File: src/rtl/amo_pkg.sv
package amo_pkg;

  typedef enum logic [3:0] {
    OP_NONE = 4'd0,
    OP_SWAP = 4'd1,
    OP_ADD  = 4'd2,
    OP_AND  = 4'd3,
    OP_OR   = 4'd4,
    OP_XOR  = 4'd5,
    OP_MAX  = 4'd6,
    OP_MAXU = 4'd7,
    OP_MIN  = 4'd8,
    OP_MINU = 4'd9,
    OP_BAD  = 4'd15
  } amo_op_e;

  typedef enum logic [2:0] {
    S_IDLE,
    S_READ,
    S_WAIT_RDATA,
    S_WRITE,
    S_WAIT_WACK,
    S_RESP
  } seq_state_e;

  localparam int unsigned LAST_AMO_CODE = 9;

endpackage

File: src/rtl/amo_decode.sv
module amo_decode
  import amo_pkg::*;
#(
  parameter int unsigned CODE_W = 6
) (
  input  logic [CODE_W-1:0] code,
  output amo_op_e           op
);

  localparam logic [CODE_W-1:0] LAST_CODE = CODE_W'(LAST_AMO_CODE);

  always_comb begin
    if (code == '0) begin
      op = OP_NONE;
    end else if (code <= LAST_CODE) begin
      op = amo_op_e'(code[3:0]);
    end else begin
      op = OP_BAD;
    end
  end

endmodule

File: src/rtl/amo_alu.sv
module amo_alu
  import amo_pkg::*;
#(
  parameter int unsigned DATA_W = 32
) (
  input  amo_op_e           op,
  input  logic [DATA_W-1:0] old_val,
  input  logic [DATA_W-1:0] opnd,
  output logic [DATA_W-1:0] result
);

  logic [DATA_W-1:0] sum;
  logic              lt_signed;
  logic              lt_unsigned;

  assign sum         = old_val + opnd;
  assign lt_signed   = $signed(old_val) < $signed(opnd);
  assign lt_unsigned = old_val < opnd;

  always_comb begin
    unique case (op)
      OP_SWAP: result = opnd;
      OP_ADD:  result = sum;
      OP_AND:  result = old_val & opnd;
      OP_OR:   result = old_val | opnd;
      OP_XOR:  result = old_val ^ opnd;
      OP_MAX:  result = lt_signed   ? opnd : old_val;
      OP_MAXU: result = lt_unsigned ? opnd : old_val;
      OP_MIN:  result = lt_signed   ? old_val : opnd;
      OP_MINU: result = lt_unsigned ? old_val : opnd;
      default: result = old_val;
    endcase
  end

endmodule

File: src/rtl/amo_seq.sv
module amo_seq
  import amo_pkg::*;
#(
  parameter int unsigned ADDR_W = 32,
  parameter int unsigned DATA_W = 32
) (
  input  logic              clk,
  input  logic              rst_n,
  input  logic              up_req_valid,
  output logic              up_req_ready,
  input  logic [ADDR_W-1:0] up_addr,
  input  logic              up_we,
  input  logic [DATA_W-1:0] up_wdata,
  input  amo_op_e           up_op,
  output logic              up_rsp_valid,
  input  logic              up_rsp_ready,
  output logic [DATA_W-1:0] up_rsp_rdata,
  output logic              up_rsp_err,
  output logic              dn_req_valid,
  input  logic              dn_req_ready,
  output logic [ADDR_W-1:0] dn_addr,
  output logic              dn_we,
  output logic [DATA_W-1:0] dn_wdata,
  input  logic              dn_rsp_valid,
  input  logic [DATA_W-1:0] dn_rsp_rdata,
  input  logic              dn_rsp_err,
  output amo_op_e           op_q,
  output logic [DATA_W-1:0] old_q,
  output logic [DATA_W-1:0] opnd_q,
  input  logic [DATA_W-1:0] alu_res
);

  seq_state_e        state_q;
  logic [ADDR_W-1:0] addr_q;
  logic              we_q;
  logic              err_q;
  logic              is_amo;

  assign is_amo = (op_q != OP_NONE) && (op_q != OP_BAD);

  always_ff @(posedge clk) begin
    if (!rst_n) begin
      state_q <= S_IDLE;
      addr_q  <= '0;
      we_q    <= 1'b0;
      op_q    <= OP_NONE;
      old_q   <= '0;
      opnd_q  <= '0;
      err_q   <= 1'b0;
    end else begin
      unique case (state_q)
        S_IDLE: begin
          if (up_req_valid) begin
            addr_q  <= up_addr;
            we_q    <= up_we;
            op_q    <= up_op;
            opnd_q  <= up_wdata;
            old_q   <= '0;
            err_q   <= (up_op == OP_BAD);
            state_q <= (up_op == OP_BAD) ? S_RESP : S_READ;
          end
        end
        S_READ: begin
          if (dn_req_ready) state_q <= S_WAIT_RDATA;
        end
        S_WAIT_RDATA: begin
          if (dn_rsp_valid) begin
            old_q   <= dn_rsp_rdata;
            err_q   <= dn_rsp_err;
            state_q <= (is_amo && !dn_rsp_err) ? S_WRITE : S_RESP;
          end
        end
        S_WRITE: begin
          if (dn_req_ready) state_q <= S_WAIT_WACK;
        end
        S_WAIT_WACK: begin
          if (dn_rsp_valid) begin
            err_q   <= dn_rsp_err;
            state_q <= S_RESP;
          end
        end
        S_RESP: begin
          if (up_rsp_ready) state_q <= S_IDLE;
        end
        default: state_q <= S_IDLE;
      endcase
    end
  end

  always_comb begin
    up_req_ready = (state_q == S_IDLE);
    up_rsp_valid = (state_q == S_RESP);
    up_rsp_rdata = old_q;
    up_rsp_err   = err_q;
    dn_addr      = addr_q;
    dn_req_valid = 1'b0;
    dn_we        = 1'b0;
    dn_wdata     = opnd_q;
    if (state_q == S_READ) begin
      dn_req_valid = 1'b1;
      dn_we        = is_amo ? 1'b0 : we_q;
    end else if (state_q == S_WRITE) begin
      dn_req_valid = 1'b1;
      dn_we        = 1'b1;
      dn_wdata     = alu_res;
    end
  end

endmodule

File: src/rtl/amo_adapter.sv
module amo_adapter
  import amo_pkg::*;
#(
  parameter int unsigned ADDR_W = 32,
  parameter int unsigned DATA_W = 32,
  parameter int unsigned CODE_W = 6
) (
  input  logic              clk,
  input  logic              rst_n,
  input  logic              up_req_valid,
  output logic              up_req_ready,
  input  logic [ADDR_W-1:0] up_addr,
  input  logic              up_we,
  input  logic [DATA_W-1:0] up_wdata,
  input  logic [CODE_W-1:0] up_code,
  output logic              up_rsp_valid,
  input  logic              up_rsp_ready,
  output logic [DATA_W-1:0] up_rsp_rdata,
  output logic              up_rsp_err,
  output logic              dn_req_valid,
  input  logic              dn_req_ready,
  output logic [ADDR_W-1:0] dn_addr,
  output logic              dn_we,
  output logic [DATA_W-1:0] dn_wdata,
  input  logic              dn_rsp_valid,
  input  logic [DATA_W-1:0] dn_rsp_rdata,
  input  logic              dn_rsp_err
);

  amo_op_e           dec_op;
  amo_op_e           op_q;
  logic [DATA_W-1:0] old_q;
  logic [DATA_W-1:0] opnd_q;
  logic [DATA_W-1:0] alu_res;

  amo_decode #(.CODE_W(CODE_W)) u_decode (
    .code (up_code),
    .op   (dec_op)
  );

  amo_alu #(.DATA_W(DATA_W)) u_alu (
    .op      (op_q),
    .old_val (old_q),
    .opnd    (opnd_q),
    .result  (alu_res)
  );

  amo_seq #(.ADDR_W(ADDR_W), .DATA_W(DATA_W)) u_seq (
    .clk          (clk),
    .rst_n        (rst_n),
    .up_req_valid (up_req_valid),
    .up_req_ready (up_req_ready),
    .up_addr      (up_addr),
    .up_we        (up_we),
    .up_wdata     (up_wdata),
    .up_op        (dec_op),
    .up_rsp_valid (up_rsp_valid),
    .up_rsp_ready (up_rsp_ready),
    .up_rsp_rdata (up_rsp_rdata),
    .up_rsp_err   (up_rsp_err),
    .dn_req_valid (dn_req_valid),
    .dn_req_ready (dn_req_ready),
    .dn_addr      (dn_addr),
    .dn_we        (dn_we),
    .dn_wdata     (dn_wdata),
    .dn_rsp_valid (dn_rsp_valid),
    .dn_rsp_rdata (dn_rsp_rdata),
    .dn_rsp_err   (dn_rsp_err),
    .op_q         (op_q),
    .old_q        (old_q),
    .opnd_q       (opnd_q),
    .alu_res      (alu_res)
  );

endmodule

File: config.mk
export PLATFORM = sky130hd
export DESIGN_NAME = amo_adapter
export DESIGN_NICKNAME = d
export VERILOG_FILES = /design/src/rtl/amo_pkg.sv /design/src/rtl/amo_decode.sv /design/src/rtl/amo_alu.sv /design/src/rtl/amo_seq.sv /design/src/rtl/amo_adapter.sv
export SDC_FILE = /design/constraint.sdc
export NUM_CORES = 1
export LEC_CHECK = 0
export CAP_MARGIN = 20
export CORE_MARGIN = 2
export CORE_UTILIZATION = 30
export DETAILED_ROUTE_END_ITERATION = 10
export GPL_TIMING_DRIVEN = 0
export MAX_ROUTING_LAYER = met4
export PLACE_DENSITY_LB_ADDON = 0.25
export SYNTH_ARGS = -nofsm -noshare
export SYNTH_HDL_FRONTEND = slang
export SYNTH_SLANG_ARGS = --single-unit
File: constraint.sdc
create_clock -name clk -period 4.03 [get_ports clk]
set_input_delay 1.0075 -clock clk [delete_from_list [all_inputs] [get_ports clk]]
set_output_delay 1.0075 -clock clk [all_outputs]
set_load 0.01 [all_outputs]
Yosys cells after proc, flatten, opt, wreduce, memory -nomap -nowiden
Index checks and enable logic that the tools add are counted.
{ "totals": {"elab_cells": 78, "in_bits": 110, "reg_bits": 105} }
{ "op_classes": {"eq_ne": 23, "bitwise_logic": 3, "n_addsub": 1, "n_reduce_logical": 13, "magnitude_cmp": 3, "n_mux": 28} }
{ "op_table": {"columns": ["operator", "count"], "rows": [
  ["case mux 32 bit (9 select lines)", 1],
  ["2-to-1 mux 32 bit", 8],
  ["less-than comparator 32 bit", 2],
  ["case mux 32 bit (2 select lines)", 1],
  ["adder 32 bit", 1],
  ["bitwise AND 32 bit", 1],
  ["OR 32 bit", 1],
  ["bitwise XOR 32 bit", 1],
  ["2-to-1 mux 3 bit", 8],
  ["case mux 3 bit (6 select lines)", 1],
  ["== test 4 x 3 -> 1 bit, second input constant", 4],
  ["== test 4 bit, second input constant", 3],
  ["!= test 2 bit, second input constant", 5],
  ["== test 4 x 2 -> 1 bit, second input constant", 2],
  ["2-to-1 mux 4 bit", 2],
  ["== test 3 x 2 -> 1 bit, second input constant", 2],
  ["== test 3 bit, second input constant", 2],
  ["less-or-equal comparator 6 x 4 -> 1 bit, second input constant", 1],
  ["zero test 6 bit", 1],
  ["2-to-1 mux 1 bit", 6],
  ["AND reduction 3 bit", 2],
  ["AND reduction 6 bit", 1],
  ["== test 4 x 1 -> 1 bit, second input constant", 1],
  ["!= test 2 x 1 -> 1 bit, second input constant", 2],
  ["other kinds (10)", 12]
]} }

Depth between registers and ports, before layout
Gate-level depths: netlist (run 1).
{ "depth": {"ltp_word": 7, "depth_mapped": 15, "ltp_nobuf": 12} }

Hierarchy
A second synthesis (run 1) with hierarchy kept.
{ "hier_totals": {"hier_cells": 1245, "hier_area_um2": 9505.4} }
{ "modules_own_cells": {"columns": ["module", "seq_area_each_um2", "cells_each", "area_per_inst_um2", "n_inst"], "rows": [
  ["amo_seq", 2102.0, 558, 4767.1, 1],
  ["amo_alu", 0.0, 681, 4695.8, 1],
  ["amo_decode", 0.0, 6, 42.5, 1]
]} }

Worst setup path before layout (run 1)
Ideal clock, no wire load.
{ "synth_path": {"kind": "register to output", "startpoint": "register u_seq.old_q[30]", "endpoint": "output port dn_wdata[18]", "path_slack_ps": 17, "arrival_ps": 3006, "stages_incl_launch_ff": 13, "t_required_ps": 3023, "path_cell_list": "dfxtp_1 -> inv_1 -> ha_1 -> or4_4 -> nor4b_2 -> o211ai_1 -> a21oi_2 -> o22ai_2 -> mux2i_1 -> buf_4 -> buf_6 -> o21ai_1 -> a32oi_1"} }
{ "synth_via": {"elab_chain_len": 5, "elab_cells_between_ends": 9, "classes_between": "2 x order compare; 7 x mux"} }
{ "synth_rtl": {"columns": ["element", "line", "text"], "rows": [
  ["from (decl)", "amo_seq.sv:28", "output logic [DATA_W-1:0] old_q,"],
  ["from (signal assigned)", "amo_seq.sv:68", "old_q <= dn_rsp_rdata;"],
  ["less-than comparator 32 bit, on equally long branches", "amo_alu.sv:18, amo_alu.sv:17", null],
  ["2-to-1 mux 32 bit, on equally long branches", null, null],
  ["case mux 32 bit (9 select lines) *", "amo_alu.sv:21", "unique case (op)"],
  ["2-to-1 mux 32 bit *", "amo_seq.sv:102", "end else if (state_q == S_WRITE) begin"],
  ["2-to-1 mux 32 bit *", "amo_seq.sv:99", "if (state_q == S_READ) begin"],
  ["to (decl)", "amo_adapter.sv:24", "output logic [DATA_W-1:0] dn_wdata,"]
]} }
Mark *: on every way between the ends. The rest lies on a longest branch, timed or not.

Worst setup path in the final report (run 1)
{ "layout_path": {"startpoint": "register u_seq.old_q[30]", "endpoint": "output port dn_wdata[27]"} }
Same word-level chain as after synthesis.

==> results of run 1 <==
## power groups by stage
stage	combinational (W)	sequential (W)	clock, W
floorplan	0.00167	0.00137	0
global placement	0.00286	0.00139	0
detailed placement	0.00288	0.00140	0
finish	0.00345	0.00140	0.000980
CTS	0.00324	0.00139	0.000998
global route	0.00371	0.00142	0.00104
## state kept, by name (all words and copies together), names as in the netlist
| name | count |
|---|---|
| u_seq.up_rsp_err | 1 |
| u_seq.dn_addr | 32 |
| u_seq.old_q | 32 |
| u_seq.state_q | 3 |
| u_seq.opnd_q | 32 |
| u_seq.we_q | 1 |
| u_seq.op_q | 4 |
## cells by family (layout without fill, tap and decap cells)
kind of cell | Yosys count | in the layout
multiplexers | 10 | 10
AND/OR/NAND/NOR | 441 | 441
buffers and inverters | 171 | 428
adder cells (fa/ha/maj) | 97 | 97
flip-flops | 105 | 105
XOR/XNOR | 11 | 11
AO/OA/AOI/OAI | 417 | 417
## layout make-up
class	instances	share of cell area (%)
clock inverter	7	0.754
sequential	105	17.4
buffer	83	3.22
timing repair buffer	249	18.5
tap	390	3.77
inverter	80	2.32
clock buffer	9	1.74
multi-input combinational	976	52.3
## layer usage
layer  track usage (%)  vias to the layer above  routed length (µm)
met5                 -                        -                   0
met4              8.02                        0                1110
met3              4.09                       79                2800
met2              38.6                      424               17400
met1              33.2                     4845               17400
li1                  -                     4912                   -
## path summary, 6_finish.rpt
check,start,endpoint,slack (ns),cells after the start
worst min-delay path,u_seq.dn_addr[3],u_seq.dn_addr[3],0.47,2
worst max-delay path,u_seq.old_q[30],dn_wdata[27],-0.70,14
worst min register to register,u_seq.dn_addr[3],u_seq.dn_addr[3],0.47,2
worst max register to register,u_seq.state_q[0],u_seq.old_q[17],1.19,8
## per-stage QoR
stage                     setup slack (ns)  TNS [ns]  instance area, µm²  util (%)
after floorplan                     0.0169         0                8910         -
after global placement               -1.61    -44.37               11500      39.0
after detailed placement             -1.64    -45.20               11500      39.0
after CTS                           -0.639    -17.57               12600      42.9
after global routing                -0.838    -23.07               12900      43.9
final                               -0.700    -18.92               12900      43.9
## tightest hold or removal path, cell delays in order, from the launching register on
cell and delay [ns]:
dfxtp_1 0.31, nand2_1 0.04, a21boi_0 0.06
## layout by cell type, fill, tap and decap left out, types with 21 or more instances in the layout
master / n
a21boi_0: 97
a21oi_1: 69
buf_2: 28
buf_4: 27
clkbuf_1: 61
clkdlybuf4s50_1: 177
dfxtp_1: 50
dfxtp_2: 23
dfxtp_4: 32
ha_1: 74
inv_1: 74
nand2_1: 243
nand3_1: 48
nor2_1: 55
o21ai_0: 63
o21ai_1: 21
## repair_timing
action,CTS,global route
endpoints found under the hold margin,0,0
setup buffers,24,11
endpoints found under the setup margin,32,32
pin swaps,37,13
gates resized for setup,319,59
cloned,3,1
hold buffers,0,0
==> metrics, run 1 <==
outcome finished, violations left; failing checks negative setup slack; Reg clk slew, reported paths 0.08 ns; Clk pwr share between 10% and 20%; Core ar. 29500 µm²; area share of the largest cell type after synthesis roughly a quarter; Max Fclk 0.211 GHz; n_diodes 0; Commonest cells post-synth nand2_1 (250), dfxtp_1 (105), a21boi_0 (97), ha_1 (96), a21oi_1 (83); PD cells 450 nW/µm²; Leakage just under 5 nW; startpoint type of the worst setup path flop; Power, Total 0.00583 W; Psw roughly 0.0027 W; # rows 63; register share of total power 24.0%; Clock Latency Late Sink 0.37 ns; # placed instances 1852; Crit. End Element primary output; Antenna Nets Post-Route 0; FILL cells roughly 3100; CTS tree done; Warnings, synthesis 0; total CTS buffers 9; dpl hpwl 28500 µm; non-filler cells, final ~1900; Yosys cell types 66; EDFF count, synth 0; largest area contributor in the netlist dfxtp_1; Primary FF master, synth dfxtp_1; Final period util 117%; max-slew violations 0; first-pass GRT wire length 58000 µm; Layout area overhead 45.2%; Crit path max-delay family compound AO/OA/AOI/OAI gates; initial antenna violation count 0; RSZ-0062 raised after global routing yes; Fin Hold WS approximately 0.47 ns; Final nets 1711; DRC 0; DRT Pass-1 Iters 6; synthesized area per cell 7.12 µm²; sequential element share of the synthesized area 23.6%; mux contribution to synthesized area approximately 1.2%; Setup CP Type flop to primary output; CTS sink cnt 105; Synth Area in Simple Gates 21.8%; WP data arrival 3.72 ns; top cells by area, synth dfxtp_1 (24%), ha_1 (13%), nand2_1 (11%), a21boi_0 (8.2%), a21oi_1 (4.7%); largest family of logic cells by synthesized area compound AO/OA/AOI/OAI gates; Max-Cap Viols 0; Post-Syn Instances around 1300; Synth Area in Adders 13.7%; fraction of layout cells with a size suffix above 1 between 10% and 20%; setup violators final 32; Int Power 0.00309 W; Seq. cell area 2250 µm²; Compound-Gate Fraction of Synth Area 31.2%; clock skew 0.0100 ns; most common cell in the netlist nand2_1; Worst Slack Setup Final -0.700 ns; chip height approximately 180 µm; crit path time final 4.73 ns; final hold viol count 0; Critical Path RT 3.02 ns; Buffers on Ports 209; die width roughly 180 µm; synthesis-stage register bit count 105; switch share 47.0%; vias per cell roughly 5.4; multi-input logic area 6760 µm²; Starting DRT DRC Count around 840; H-tree Lvls 3; I/O pin total ~210; grt ovf 0; mapped cell area 8910 µm²; drt wl/cell roughly 20 µm; Worst Path Buf+Inv 4; via count 10300; crit path max-delay cell type or4_4; root buffer cell clkbuf_16; VDD IR max about 0.30 mV; crit-path cells inv_2, ha_4, or4_4, nor4b_4, o211ai_1, a21oi_2, o22ai_4, mux2i_4, buf_4, buf_6, a221o_1, a21oi_2, o21ai_2, buf_2; hold crit path type flop to flop; largest net degree at the start of global routing 21; Post-Route WL 38800 µm; Relative slew margins 31.3%; GPL Wtd Cong 0.965; initial core utilization between 30% and 40%; Synth Net Count 1459; CP Max Fanout 5; die footprint 31100 µm²; most used cell, CP a21oi_2; max incr delay on CP 0.56 ns; number of global-route vias before repair 9788; clk buf depth 2; slew of the pin with the lowest slew margin 1.03 ns; Post-Synth XOR/XNOR Area 1.08%; Comb pwr share between 50% and 60%; GR Util All Layers 25.0%; asr flop ratio synth 0%
No activity file was read; power rests on OpenSTA's default activity.
==> run 2: changes to the inputs <==
CORE_MARGIN = unset   (was 2)
==> run 2 against run 1 <==
  * The run still ends with negative setup slack left
  * Sequential share of layout area about the same
  * Clock power fell by 9.0%
  * Global-route usage up 0.49 points
  * Fmax shrank 0.22%
  * Final cell count is 0.26% higher
  * Clock skew decreased by 0.0032 ns
  * Flip-flop and latch count did not move
  * Core utilization increased by 1.2 points
  * Worst setup slack worse by 0.010 ns
  * Register-to-register slack worse by 0.07 ns
  * Critical endpoint is now dn_wdata[13]
  * Highest routed layer unchanged
==> metrics, run 2 (same netlist as run 1, synthesis figures left out) <==
outcome finished, violations left (unchanged); failing checks negative setup slack (unchanged); slew of the pin with the lowest slew margin 0.992 ns (was 1.03 ns); PD cells 446 nW/µm² (was 450 nW/µm²); largest net degree at the start of global routing 20 (was 21); root buffer cell clkbuf_16 (unchanged); register share of total power 23.8% (was 24.0%); Max Fclk 0.211 GHz (about the same); grt ovf 0 (unchanged); Placement Setup Slack -1.68 ns (was -1.64 ns); DRT Pass-1 Iters 5 (was 6); Post-Route WL 38300 µm (was 38800 µm); max-slew violations 0 (unchanged); min-delay src u_seq.dn_addr[15] (was u_seq.dn_addr[3]); Setup CP Type flop to primary output (unchanged); Antenna Nets Post-Route 0 (unchanged); Crit path max-delay family compound AO/OA/AOI/OAI gates (unchanged); Util after Layout 45.1% (was 43.9%); max incr delay on CP 0.58 ns (was 0.56 ns); CP Max Fanout 6 (was 5); drt wl/cell 20.1 µm (was 20.4 µm); number of global-route vias before repair 9899 (was 9788); clock skew 0.00684 ns (was 0.0100 ns); CTS sink cnt 105 (unchanged); Hold-fix buffers, CTS 0 (unchanged); Clk pwr share 15.3% (was 16.8%); crit-path cells inv_1, ha_1, or4_4, a211oi_2, o31ai_2, a21oi_2, o22ai_4, mux2i_4, buf_6, buf_12, a31oi_1, o21ai_1, buf_2 (was inv_2, ha_4, or4_4, nor4b_4, o211ai_1, a21oi_2, o22ai_4, mux2i_4, buf_4, buf_6, a221o_1, a21oi_2, o21ai_2, buf_2); total CTS buffers 9 (unchanged); I/O pin total 211 (unchanged); post-route cell area 13100 µm² (was 12900 µm²); Leakage 4.89 nW (was 4.85 nW); TNS Setup -19.51 ns (was -18.92 ns); die footprint 30400 µm² (was 31100 µm²); initial core utilization 30.8% (was 30.2%); Worst Slack Setup Final -0.711 ns (was -0.700 ns); most frequent cells in the layout nand2_1 (247), clkdlybuf4s50_1 (177), a21boi_0 (97), inv_1 (74), ha_1 (73) (was nand2_1 (243), clkdlybuf4s50_1 (177), a21boi_0 (97), inv_1 (74), ha_1 (74)); RSZ-0062 raised after global routing yes (unchanged); # rows 62 (was 63); H-tree Lvls 3 (unchanged); Relative slew margins 33.6% (was 31.3%); Comb pwr share 60.8% (was 59.2%); Final nets 1721 (was 1711); Psw 0.00272 W (was 0.00274 W); RR Endpoint u_seq.old_q[1] (was u_seq.old_q[17]); Starting DRT DRC Count 757 (was 844); placed cell area 11500 µm² (about the same); worst reg2reg path depth 8 (unchanged); Int Power 0.00310 W (was 0.00309 W); GR Util All Layers 25.4% (was 25.0%); vias per cell 5.44 (was 5.40); clk buf depth 2 (unchanged); RR Startpoint u_seq.state_q[0] (unchanged); dpl hpwl 28200 µm (was 28500 µm); commonest non-fill, non-tap cell in the layout nand2_1 (unchanged); Critical Path RT 3.02 ns (about the same); Reg2Reg Setup Slack 1.12 ns (was 1.19 ns); Final period util 118% (was 117%); crit path max-delay cell type or4_4 (unchanged); Core ar. 28900 µm² (was 29500 µm²); Crit. End Element primary output (unchanged); crit path time final 4.74 ns (was 4.73 ns); via count 10400 (was 10300); startpoint type of the worst setup path flop (unchanged); final hold viol count 0 (unchanged); Max-Cap Viols 0 (unchanged); hold crit path type flop to flop (unchanged); chip height 174 µm (was 176 µm); VDD IR max 0.302 mV (was 0.299 mV); CTS tree done (unchanged); WP data arrival 3.73 ns (was 3.72 ns); GPL Wtd Cong 0.969 (was 0.965); Buffers on Ports 209 (unchanged); Cells on Worst Hold Path 2 (unchanged); die width 174 µm (was 176 µm); DRC 0 (unchanged); WHS Endpoint u_seq.dn_addr[15] (was u_seq.dn_addr[3]); switch share 46.8% (was 47.0%); first-pass GRT wire length 57800 µm (was 58000 µm); fraction of layout cells with a size suffix above 1 18.9% (was 17.9%); Reg clk slew, reported paths 0.08 ns (about the same); Clock Latency Late Sink 0.36 ns (was 0.37 ns); Layout area overhead 46.4% (was 45.2%); Worst Path Buf+Inv 4 (unchanged); initial antenna violation count 1 (was 0); Fin Hold WS 0.465 ns (was 0.466 ns); setup violators final 32 (unchanged)
run 2: power by group through the flow:
stage	sequential, W	clock, W	combinational (W)
final	0.00139	0.000892	0.00354
after global routing	0.00140	0.000954	0.00381
after CTS	0.00137	0.000913	0.00339
after detailed placement	0.00140	0	0.00285
after global placement	0.00140	0	0.00283
after floorplan	0.00137	0	0.00167
run 2: layout make-up:
class	count	area, µm²
Buffer	82	403
Fill cell	2938	15900
Antenna cell	1	2.50
Inverter	80	310
Clock buffer	10	239
Timing Repair Buffer	260	2430
Multi-Input combinational cell	976	6860
Clock inverter	6	61.3
Tap cell	384	480
Sequential cell	105	2270
run 2: routing by layer:
layer  part of all wire [%]  routed length, µm  vias up  track usage (%)
li1                       -                  -     4922                -
met1                     44              16800     4923             32.4
met2                     45              17400      431             39.9
met3                    7.4               2840       82             4.83
met4                    3.3               1250        0             9.14
met5                      0                  0        -                -
run 2: worst max-delay path by stage:
| stage | start | end | slack [ns] | cells after the start |
|---|---|---|---|---|
| global placement | u_seq.opnd_q[23] | dn_wdata[0] | -1.58 | 14 |
| detailed placement | u_seq.opnd_q[25] | dn_wdata[0] | -1.68 | 14 |
| finish | u_seq.opnd_q[11] | dn_wdata[13] | -0.71 | 13 |
| global route | u_seq.old_q[31] | dn_wdata[18] | -0.84 | 13 |
| floorplan | u_seq.old_q[30] | dn_wdata[18] | 0.02 | 12 |
| CTS | u_seq.opnd_q[30] | dn_wdata[0] | -0.66 | 14 |
run 2: worst register-to-register path, delay by kind of cell, from the launching register on:
kind,cells,cell delay [ns]
buf+inv,3,1.09
flops,1,0.35
compound gates,2,1.01
simple gates,3,0.37
run 2: stage by stage:
step / cells / power (W)
after global placement: 1845 / 0.00422
final: 1904 / 0.00582
after CTS: 1895 / 0.00567
after floorplan: 1252 / 0.00303
after detailed placement: 1845 / 0.00425
after global routing: 1904 / 0.00617
run 2: timing repair:
action,in CTS,in global routing
endpoints found under the setup margin,32,32
cloned,4,0
pin swaps,57,23
resized for setup,392,28
setup buffers,38,12
==> run 3: changes to the inputs <==
CORE_MARGIN = 1.5   (was unset)
clock period = 5.8 ns   (was 4.03 ns; I/O delays follow)
==> run 3 against run 2 <==
  * The run now ends clean
  * Register-to-register slack gained 1.9 ns
  * Largest power group unchanged
  * Critical endpoint unchanged
  * Hold slack lost 0.0029 ns
  * Clock skew grew 0.0027 ns
==> metrics, run 3 (same netlist as run 1, synthesis figures left out) <==
outcome finished, final reports clean (was finished, violations left); Relative slew margins 32.2% (was 33.6%); GR Util met2 37.2% (was 39.9%); placed cell area 11500 µm² (about the same); slew of the pin with the lowest slew margin 1.01 ns (was 0.992 ns); Leakage 4.47 nW (was 4.89 nW); Placement Setup Slack -0.268 ns (was -1.68 ns); GR Util All Layers 23.9% (was 25.4%); Setup CP Type flop to primary output (unchanged); Cells on Worst Hold Path 2 (unchanged); Final period util between 90% and 100%; chip height 175 µm (was 174 µm); RR Endpoint u_seq.old_q[2] (was u_seq.old_q[1]); Post-Route WL 36400 µm (was 38300 µm); total CTS buffers 9 (unchanged); Max Fclk 0.175 GHz; GPL Wtd Cong 0.956 (was 0.969); via count 10000 (was 10400); first-pass GRT wire length 55200 µm (was 57800 µm); final hold viol count 0 (unchanged); Critical Path RT 4.35 ns (was 3.02 ns); PD cells 305 nW/µm² (was 446 nW/µm²); clk buf depth 2 (unchanged); Antenna Nets Post-Route 0 (unchanged); CTS sink cnt 105 (unchanged); crit path time final roughly 5.7 ns; layer with the highest usage met2 (unchanged); Layout area overhead 34.3% (was 46.4%); Buffers on Ports 209 (unchanged); max incr delay on CP 0.57 ns (was 0.58 ns); Crit path max-delay family compound AO/OA/AOI/OAI gates (unchanged); most used cell, CP inv_1; Hold-fix buffers, CTS 0 (unchanged); startpoint type of the worst setup path flop (unchanged); commonest non-fill, non-tap cell in the layout nand2_1 (unchanged); min-delay src u_seq.dn_addr[21] (was u_seq.dn_addr[15]); Clock Latency Late Sink 0.36 ns (about the same); die footprint 30800 µm² (was 30400 µm²); Comb pwr share 56.7% (was 60.8%); post-route cell area 12000 µm² (was 13100 µm²); VDD IR max 0.202 mV (was 0.302 mV); RR Startpoint u_seq.state_q[0] (unchanged); # rows 62 (unchanged); initial core utilization 30.8% (unchanged); TNS Setup 0 ns (was -19.51 ns); max-slew violations 0 (unchanged); largest net degree at the start of global routing 20 (unchanged); Worst Path Buf+Inv 6 (was 4); drt wl/cell 19.5 µm (was 20.1 µm); Clk pwr share 16.9% (was 15.3%); vias per cell 5.37 (was 5.44); Worst path depth 15 (was 13); Core ar. 28900 µm² (unchanged); grt ovf 0 (unchanged); worst reg2reg path depth 8 (unchanged); most frequent cells in the layout nand2_1 (250), clkdlybuf4s50_1 (201), a21boi_0 (97), ha_1 (94), dfxtp_1 (88) (was nand2_1 (247), clkdlybuf4s50_1 (177), a21boi_0 (97), inv_1 (74), ha_1 (73)); Worst Slack Setup Final 0.0769 ns (was -0.711 ns); root buffer cell clkbuf_16 (unchanged); initial antenna violation count 0 (was 1); setup violators final 0 (was 32); I/O pin total 211 (unchanged); Fin Hold WS 0.462 ns (was 0.465 ns); CP Max Fanout 10 (was 6); WP data arrival 4.27 ns (was 3.73 ns); Psw 0.00172 W (was 0.00272 W); DRC 0 (unchanged); crit path max-delay cell type clkdlybuf4s50_1 (was or4_4); Crit. End Element primary output (unchanged); Max-Cap Viols 0 (unchanged); Reg2Reg Setup Slack 3.05 ns (was 1.12 ns); Final nets 1681 (was 1721); die width 175 µm (was 174 µm); Reg clk slew, reported paths 0.08 ns (about the same); n_diodes 0 (was 1); Starting DRT DRC Count 774 (was 757); WHS Endpoint u_seq.dn_addr[21] (was u_seq.dn_addr[15]); crit-path cells inv_1, ha_1, buf_2, inv_1, a21oi_1, o31ai_1, a2111oi_2, o21ai_1, o22ai_4, mux2i_4, buf_8, buf_6, a31oi_1, o21ai_2, clkdlybuf4s50_1 (was inv_1, ha_1, or4_4, a211oi_2, o31ai_2, a21oi_2, o22ai_4, mux2i_4, buf_6, buf_12, a31oi_1, o21ai_1, buf_2); dpl hpwl 28400 µm (was 28200 µm); Int Power 0.00194 W (was 0.00310 W); met1 GRT Util 31.6% (was 32.4%); DRT Pass-1 Iters 5 (unchanged); fraction of layout cells with a size suffix above 1 5.48% (was 18.9%); register share of total power 26.4% (was 23.8%); CTS tree done (unchanged); number of global-route vias before repair 9620 (was 9899); clock skew 0.00950 ns (was 0.00684 ns); hold crit path type flop to flop (unchanged); switch share 47.0% (was 46.8%); grt met3 use 4.07% (was 4.83%); H-tree Lvls 3 (unchanged)
run 3: what timing repair did:
item / 4_1_cts / 5_1_grt
gates resized for setup: 30 / 31
setup endpoints to repair: 32 / 30
setup buffers: 3 / 1
pin swaps: 2 / 5
run 3: final cells by class:
| cell class | instances | area (µm²) |
|---|---|---|
| inverter | 80 | 300 |
| tap | 384 | 480 |
| clock buffer | 10 | 239 |
| sequential | 105 | 2120 |
| timing repair buffer | 214 | 2140 |
| fill | 3015 | 17000 |
| buffer | 88 | 379 |
| multi-input combinational | 976 | 6250 |
| clock inverter | 6 | 61.3 |
run 3: worst reg2reg max path: stages, from the launching register on:
cell and delay (ns):
dfxtp_1 0.35, clkbuf_1 0.34, nor2_1 0.10, and2_1 0.17
clkbuf_1 0.27, a21oi_1 0.70, clkbuf_1 0.48, nand2_1 0.09
a21boi_0 0.17
run 3: power groups by stage:
stage          clock [W]  sequential (W)  combinational [W]
6_report        0.000619        0.000964            0.00207
5_1_grt         0.000658        0.000977            0.00226
4_1_cts         0.000635        0.000958            0.00203
3_5_place_dp           0        0.000973            0.00198
3_3_place_gp           0        0.000969            0.00197
2_1_floorplan          0        0.000950            0.00116
run 3: layer usage:
layer	vias up	wire length, µm
met5	-	0
met4	0	931
met3	51	2570
met2	377	16200
met1	4738	16700
li1	4842	-
run 3: per-stage QoR:
stage | instances | total power [W] | utilization (%)
3_5_place_dp | 1846 | 0.00295 | 39.7
3_3_place_gp | 1845 | 0.00294 | 39.7
5_1_grt | 1863 | 0.00389 | 41.4
2_1_floorplan | 1252 | 0.00211 | -
6_report | 1863 | 0.00366 | 41.4
4_1_cts | 1865 | 0.00362 | 41.1
run 3: worst max path at each step:
stage / startpoint / endpoint
floorplan: u_seq.old_q[30] / dn_wdata[18]
global placement: u_seq.old_q[23] / dn_wdata[18]
detailed placement: u_seq.old_q[23] / dn_wdata[0]
CTS: u_seq.op_q[3] / dn_wdata[3]
global route: u_seq.opnd_q[23] / dn_wdata[13]
finish: u_seq.old_q[23] / dn_wdata[13]
